<file path="src/rtl/snd_dec_pkg.sv">
package snd_dec_pkg;

    typedef enum logic [1:0] {
        ST_IDLE,
        ST_LO_BYTE,
        ST_HI_BYTE,
        ST_FINISH
    } seq_state_t;

    typedef enum logic [2:0] {
        RG_NONE,
        RG_RAM,
        RG_FM,
        RG_PSG,
        RG_BANK,
        RG_BUS
    } region_t;

endpackage

</file>
<file path="src/rtl/snd_dec_region.sv">
module snd_dec_region
    import snd_dec_pkg::*;
#(
    parameter int          ADDR_W    = 16,
    parameter logic [15:0] PSG_MASK  = 16'hFFF9,
    parameter logic [15:0] PSG_MATCH = 16'h7F11,
    parameter logic [7:0]  BANK_PAGE = 8'h60,
    parameter logic [2:0]  FM_PREFIX = 3'b010
) (
    input  logic [ADDR_W-1:0] addr,
    input  logic              we,
    output region_t           region
);

    localparam int TOP = ADDR_W - 1;

    logic in_window;
    logic in_ram;
    logic in_fm;
    logic is_psg;
    logic is_bank;

    always_comb begin
        in_window = addr[TOP];
        in_ram    = (addr[TOP:TOP-1] == 2'b00);
        in_fm     = (addr[TOP:TOP-2] == FM_PREFIX);
        is_psg    = we && ((addr & PSG_MASK) == PSG_MATCH);
        is_bank   = we && (addr[TOP:TOP-7] == BANK_PAGE);
    end

    always_comb begin
        if (in_window)    region = RG_BUS;
        else if (in_ram)  region = RG_RAM;
        else if (in_fm)   region = RG_FM;
        else if (is_psg)  region = RG_PSG;
        else if (is_bank) region = RG_BANK;
        else              region = RG_NONE;
    end

endmodule

</file>
<file path="src/rtl/snd_dec_bank.sv">
module snd_dec_bank #(
    parameter int BANK_W = 9
) (
    input  logic              clk,
    input  logic              rst_n,
    input  logic              shift_en,
    input  logic              din,
    output logic [BANK_W-1:0] bank_q
);

    always_ff @(posedge clk) begin
        if (!rst_n) begin
            bank_q <= '0;
        end else if (shift_en) begin
            bank_q <= {din, bank_q[BANK_W-1:1]};
        end
    end

endmodule

</file>
<file path="src/rtl/snd_dec_seq.sv">
module snd_dec_seq
    import snd_dec_pkg::*;
#(
    parameter int ADDR_W = 16,
    parameter int BYTE_W = 8
) (
    input  logic                clk,
    input  logic                rst_n,
    input  logic                cp_req,
    input  logic                cp_we,
    input  logic                cp_wide,
    input  logic [ADDR_W-1:0]   cp_addr,
    input  logic [2*BYTE_W-1:0] cp_wdata,
    input  logic                byte_ready,
    input  logic [BYTE_W-1:0]   byte_rdata,
    output logic                phase_active,
    output logic [ADDR_W-1:0]   cur_addr,
    output logic [BYTE_W-1:0]   cur_wdata,
    output logic                cur_we,
    output logic                cp_busy,
    output logic                cp_done,
    output logic [2*BYTE_W-1:0] cp_rdata
);

    localparam int WORD_W = 2 * BYTE_W;

    seq_state_t state_q;
    seq_state_t state_d;

    logic [ADDR_W-1:0] addr_q;
    logic [WORD_W-1:0] wdata_q;
    logic [WORD_W-1:0] rdata_q;
    logic              we_q;
    logic              wide_q;

    always_ff @(posedge clk) begin
        if (!rst_n) begin
            state_q <= ST_IDLE;
        end else begin
            state_q <= state_d;
        end
    end

    always_comb begin
        state_d = state_q;
        unique case (state_q)
            ST_IDLE:    if (cp_req) state_d = ST_LO_BYTE;
            ST_LO_BYTE: if (byte_ready) state_d = wide_q ? ST_HI_BYTE : ST_FINISH;
            ST_HI_BYTE: if (byte_ready) state_d = ST_FINISH;
            ST_FINISH:  state_d = ST_IDLE;
        endcase
    end

    always_comb begin
        phase_active = (state_q == ST_LO_BYTE) || (state_q == ST_HI_BYTE);
        cur_addr     = (state_q == ST_HI_BYTE) ? (addr_q + ADDR_W'(1)) : addr_q;
        cur_wdata    = (state_q == ST_HI_BYTE) ? wdata_q[WORD_W-1:BYTE_W]
                                               : wdata_q[BYTE_W-1:0];
        cur_we       = phase_active && we_q;
        cp_busy      = (state_q != ST_IDLE);
        cp_done      = (state_q == ST_FINISH);
        cp_rdata     = rdata_q;
    end

    always_ff @(posedge clk) begin
        if (!rst_n) begin
            addr_q  <= '0;
            wdata_q <= '0;
            rdata_q <= '0;
            we_q    <= 1'b0;
            wide_q  <= 1'b0;
        end else if (state_q == ST_IDLE && cp_req) begin
            addr_q  <= cp_addr;
            wdata_q <= cp_wdata;
            we_q    <= cp_we;
            wide_q  <= cp_wide;
            rdata_q <= '0;
        end else if (byte_ready && !we_q) begin
            if (state_q == ST_LO_BYTE) rdata_q[BYTE_W-1:0] <= byte_rdata;
            if (state_q == ST_HI_BYTE) rdata_q[WORD_W-1:BYTE_W] <= byte_rdata;
        end
    end

endmodule

</file>
<file path="src/rtl/snd_bus_decoder.sv">
module snd_bus_decoder
    import snd_dec_pkg::*;
#(
    parameter int ADDR_W = 16,
    parameter int BYTE_W = 8,
    parameter int BANK_W = 9
) (
    input  logic                         clk,
    input  logic                         rst_n,
    input  logic                         cp_req,
    input  logic                         cp_we,
    input  logic                         cp_wide,
    input  logic [ADDR_W-1:0]            cp_addr,
    input  logic [2*BYTE_W-1:0]          cp_wdata,
    output logic [2*BYTE_W-1:0]          cp_rdata,
    output logic                         cp_busy,
    output logic                         cp_done,
    output logic [ADDR_W-1:0]            loc_addr,
    output logic [BYTE_W-1:0]            loc_wdata,
    output logic                         loc_we,
    output logic                         ram_cs,
    input  logic [BYTE_W-1:0]            ram_rdata,
    output logic                         fm_cs,
    input  logic [BYTE_W-1:0]            fm_rdata,
    output logic                         psg_cs,
    output logic                         mb_req,
    output logic                         mb_we,
    output logic [BANK_W+ADDR_W-2:0]     mb_addr,
    output logic [BYTE_W-1:0]            mb_wdata,
    input  logic                         mb_ack,
    input  logic [BYTE_W-1:0]            mb_rdata
);

    localparam int WIN_W = ADDR_W - 1;

    region_t           region;
    logic              phase_active;
    logic [ADDR_W-1:0] cur_addr;
    logic [BYTE_W-1:0] cur_wdata;
    logic              cur_we;
    logic              byte_ready;
    logic [BYTE_W-1:0] byte_rdata;
    logic              bank_shift;
    logic [BANK_W-1:0] bank_q;

    snd_dec_region #(
        .ADDR_W (ADDR_W)
    ) u_region (
        .addr   (cur_addr),
        .we     (cur_we),
        .region (region)
    );

    snd_dec_bank #(
        .BANK_W (BANK_W)
    ) u_bank (
        .clk      (clk),
        .rst_n    (rst_n),
        .shift_en (bank_shift),
        .din      (cur_wdata[0]),
        .bank_q   (bank_q)
    );

    snd_dec_seq #(
        .ADDR_W (ADDR_W),
        .BYTE_W (BYTE_W)
    ) u_seq (
        .clk          (clk),
        .rst_n        (rst_n),
        .cp_req       (cp_req),
        .cp_we        (cp_we),
        .cp_wide      (cp_wide),
        .cp_addr      (cp_addr),
        .cp_wdata     (cp_wdata),
        .byte_ready   (byte_ready),
        .byte_rdata   (byte_rdata),
        .phase_active (phase_active),
        .cur_addr     (cur_addr),
        .cur_wdata    (cur_wdata),
        .cur_we       (cur_we),
        .cp_busy      (cp_busy),
        .cp_done      (cp_done),
        .cp_rdata     (cp_rdata)
    );

    always_comb begin
        ram_cs     = phase_active && (region == RG_RAM);
        fm_cs      = phase_active && (region == RG_FM);
        psg_cs     = phase_active && (region == RG_PSG);
        mb_req     = phase_active && (region == RG_BUS);
        bank_shift = phase_active && (region == RG_BANK);
        byte_ready = phase_active && ((region != RG_BUS) || mb_ack);
        loc_addr   = cur_addr;
        loc_wdata  = cur_wdata;
        loc_we     = cur_we;
        mb_we      = cur_we;
        mb_wdata   = cur_wdata;
        mb_addr    = {bank_q, cur_addr[WIN_W-1:0]};
    end

    always_comb begin
        unique case (region)
            RG_RAM:  byte_rdata = ram_rdata;
            RG_FM:   byte_rdata = fm_rdata;
            RG_BUS:  byte_rdata = mb_rdata;
            default: byte_rdata = '0;
        endcase
    end

endmodule

</file>
<file path="config.mk">
export PLATFORM = sky130hd
export DESIGN_NAME = snd_bus_decoder
export DESIGN_NICKNAME = d
export VERILOG_FILES = /design/src/rtl/snd_dec_pkg.sv /design/src/rtl/snd_dec_region.sv /design/src/rtl/snd_dec_bank.sv /design/src/rtl/snd_dec_seq.sv /design/src/rtl/snd_bus_decoder.sv
export SDC_FILE = /design/constraint.sdc
export NUM_CORES = 1
export LEC_CHECK = 0
export BUFFER_PORTS_ARGS = -buffer_cell sky130_fd_sc_hd__buf_2
export CAP_MARGIN = 20
export CORE_MARGIN = 10
export CORE_UTILIZATION = 52
export DETAILED_ROUTE_END_ITERATION = 6
export PLACE_DENSITY_LB_ADDON = 0.12
export SLEW_MARGIN = 20
export SYNTH_ARGS = -nofsm -noshare
export SYNTH_HDL_FRONTEND = slang
export SYNTH_SLANG_ARGS = --single-unit
</file>
<file path="constraint.sdc">
create_clock -name clk -period 5.75 [get_ports clk]
set_clock_uncertainty 0.05 [all_clocks]
set_input_delay 1.15 -clock clk [delete_from_list [all_inputs] [get_ports clk]]
set_output_delay 1.15 -clock clk [all_outputs]
set_load 0.03 [all_outputs]
</file>
==> flow_summary.json <==
{
  "layout.nets": 581,
  "synth.distinct_cells": 50,
  "crit_start": "u_seq.state_q[0]",
  "final_cells": 595,
  "synthTopCellsByArea": "dfxtp_1 35%, nand2_1 11%, a21boi_0 7.4%, buf_4 5.7%, xnor2_1 3.0%",
  "first_pass_iters": 5,
  "port_buffers": 141,
  "hpwl_mm": 7.15,
  "core_area_mm2": 0.00639,
  "cp-end-kind": "output port",
  "yosysTopAreaCell": "dfxtp_1",
  "slew_headroom_pct": 48.5,
  "cts_made_buffers": 9,
  "areaGrowthSynthToFinish_pct": 19.6,
  "cts_hold_buf": 0,
  "worstPathMaxFanout": 20,
  "ys_async_sr_fraction_pct": 0,
  "pwr-share-clk_pct": 22.5,
  "synth_seq_cells": 61,
  "yosys_warnings": 0,
  "drive_above_1_share_pct": 35.5,
  "synth_area_mm2": 0.00345,
  "tns_ns": 0,
  "io_pins": 142,
  "min_period_ns": 4.63,
  "path_clk_slew_ns": 0.07,
  "core.rowCount": 29,
  "p_leak_uw": 0.00187,
  "grt_pass1_wl_mm": 14.8,
  "hold_violations": 0,
  "die-area_mm2": 0.0103,
  "syn-instance-count": 412,
  "vias": 3198,
  "drc_errors": 0,
  "startpoint_type": "flop",
  "root_buffer": "clkbuf_8",
  "regArea_mm2": 0.00122,
  "reg2reg_depth": 10,
  "synth_edf_count": 0,
  "finalWeightedCongestion": 0.870,
  "hp-class": "reg -> reg",
  "grt_usage_pct": 17.6,
  "max_freq_mhz": 216,
  "crit_arrival_ns": 3.43,
  "rr_endpoint": "u_seq.cp_rdata[2]",
  "ir_drop_v": 0.000239,
  "power_frac_comb_pct": 44.7,
  "fillers": 568,
  "setup_viol_count_final": 0,
  "diodes": 0,
  "path_class": "reg -> out",
  "cts_max_path_buffers": 2,
  "multi_input_area_mm2": 0.00185,
  "syn_nets": 480,
  "p_int_uw": 925,
  "drt.antenna.violating_nets": 0,
  "avgRoutedWirePerCell_um": 15.7,
  "fp.dieW_um": 101,
  "endpoint": "mb_req",
  "run_status": "finished, final reports clean",
  "via_per_inst": 5.37,
  "grt.overflow.total": 0,
  "rrSetupSlack_ns": 2.29,
  "antenna_found_initial": 0,
  "seqPwrFrac_pct": 32.8,
  "finalCritPeriodShare_pct": 80.6,
  "cts_resized": 0,
  "cp.required_ns": 4.55,
  "maxCapViolations": 0,
  "switching_share_pct": 44.0,
  "power_density_mw_per_mm2": 401,
  "dp_cells": 579,
  "rr_startpoint": "u_seq.state_q[0]",
  "routed_wl_mm": 9.34,
  "rsz0062_at_grt": "false",
  "grt_max_degree": 48,
  "fp.dieH_um": 101,
  "drv_slew": 0,
  "start_util_pct": 54.0,
  "drt_iter0_markers": 135,
  "avgSynthCellArea_um2": 8.37,
  "cts_tree": "built",
  "postCtsSetupRepairBufs": 0,
  "first_global_vias": 3089,
  "synth_top_area_share_pct": 35.4,
  "clock_latency_ns": 0.33,
  "htreeDepth": 3,
  "switchingPower_uw": 728,
  "synth-main-ff-cell": "dfxtp_1",
  "tightest_slew_ns": 0.772,
  "yosysSeqAreaShare_pct": 35.4,
  "clkSinkCount": 61
}
## how the worst min path moves through the flow
stage	slack [ns]	to	depth (start not counted)	startpoint
after floorplan	0.39	u_seq.wdata_q[15]	2	u_seq.wdata_q[15]
after global routing	0.43	u_seq.wdata_q[3]	2	u_seq.wdata_q[3]
after CTS	0.41	u_bank.bank_q[0]	2	u_bank.bank_q[0]
final	0.41	u_bank.bank_q[0]	2	u_bank.bank_q[0]
after global placement	0.39	u_bank.bank_q[0]	2	u_bank.bank_q[0]
after detailed placement	0.39	u_bank.bank_q[0]	2	u_bank.bank_q[0]
## cell type report
cell class                      count  share of cell area (%)
Clock buffer                       12                    3.52
Sequential cell                    61                    29.6
Clock inverter                      4                    1.15
Timing Repair Buffer              145                    17.8
Tap cell                           77                    2.34
Multi-Input combinational cell    288                    44.8
Inverter                            8                   0.728
## cell usage after synthesis (3+ instances only)
| library cell | count |
|---|---|
| a21boi_0 | 34 |
| a221oi_1 | 8 |
| a31oi_1 | 4 |
| and2_1 | 5 |
| buf_2 | 4 |
| buf_4 | 26 |
| buf_6 | 5 |
| clkbuf_1 | 15 |
| clkbuf_2 | 4 |
| dfxtp_1 | 61 |
| ha_1 | 6 |
| inv_1 | 7 |
| mux2_2 | 9 |
| mux2i_1 | 9 |
| nand2_1 | 105 |
| nand3_1 | 9 |
| nand4_1 | 4 |
| nor2_1 | 8 |
| nor3_1 | 4 |
| nor4_1 | 4 |
| o211ai_1 | 13 |
| o211ai_2 | 4 |
| o21ai_0 | 3 |
| o22ai_1 | 15 |
| xnor2_1 | 12 |
| xor2_1 | 6 |
## metrics by stage
stage / utilization [%] / hold WS, ns / setup WS, ns / total power, µW / cell area (µm²)
2_1_floorplan: - / 0.390 / 1.79 / 1160 / 3450
3_3_place_gp: 61.5 / 0.393 / 1.58 / 1280 / 3930
3_5_place_dp: 61.5 / 0.394 / 1.47 / 1300 / 3930
4_1_cts: 64.5 / 0.409 / 1.08 / 1670 / 4120
5_1_grt: 64.6 / 0.433 / 0.815 / 1760 / 4130
6_report: 64.6 / 0.408 / 1.12 / 1650 / 4130
## registers in the layout, summed over array words and instances, names as in the netlist
| register | count |
|---|---|
| u_seq.addr_q | 16 |
| u_seq.cp_rdata | 16 |
| u_seq.wdata_q | 16 |
| u_bank.bank_q | 9 |
| u_seq.state_q | 2 |
| u_seq.we_q | 1 |
| u_seq.wide_q | 1 |
## power groups by stage
stage	sequential, µW	combinational (µW)	clock, µW
floorplan	545	620	0
global placement	548	735	0
detailed placement	551	745	0
CTS	542	748	385
global route	553	809	403
finish	542	738	372
## critical path: stages (launching register included)
cell and delay (ns):
dfxtp_1 0.34, inv_1 0.12, ha_1 0.15, buf_4 0.21
nand3_1 0.20, or4_4 0.59, o21ai_1 0.19, and2_1 0.66
inv_2 0.22, and2_1 0.22, buf_2 0.17
## cells by family after synthesis
group / synth area share, %
adders and majority gates: 2.18
AOI/OAI and AO/OA: 20.2
xor gates and xnor gates: 4.57
and+or+nand+nor: 20.7
muxes: 5.55
DFF: 35.4
buffers and inverters: 11.4
## per-layer routing
metal  wire length [µm]  global-route usage, %  up-vias
li1                   -                      -     1621
met1               3820                   20.2     1447
met2               4400                   28.4      117
met3                982                   7.42       13
met4                139                   6.54        0
met5                  0                      0        -
## cell usage in the layout, fill, tap and decap left out, types with 2 or more instances in the layout
cell	n
and4_1	2
ha_1	6
a31oi_1	4
nor4_1	3
nor3_1	4
o211ai_1	13
or4_4	2
clkbuf_8	10
nand3_1	9
xnor2_1	12
nand2_1	105
a221oi_1	8
inv_1	7
mux2i_1	9
nor2_1	8
buf_2	141
and3_1	2
and2_1	3
nand4_1	4
mux2_2	9
clkinv_2	2
o22ai_1	15
a21boi_0	34
buf_4	4
o21ai_0	3
o211ai_2	4
xor2_1	6
and2_2	2
nor2b_1	2
dfxtp_1	61
clkbuf_1	2
(Power assumes the default switching activity.)
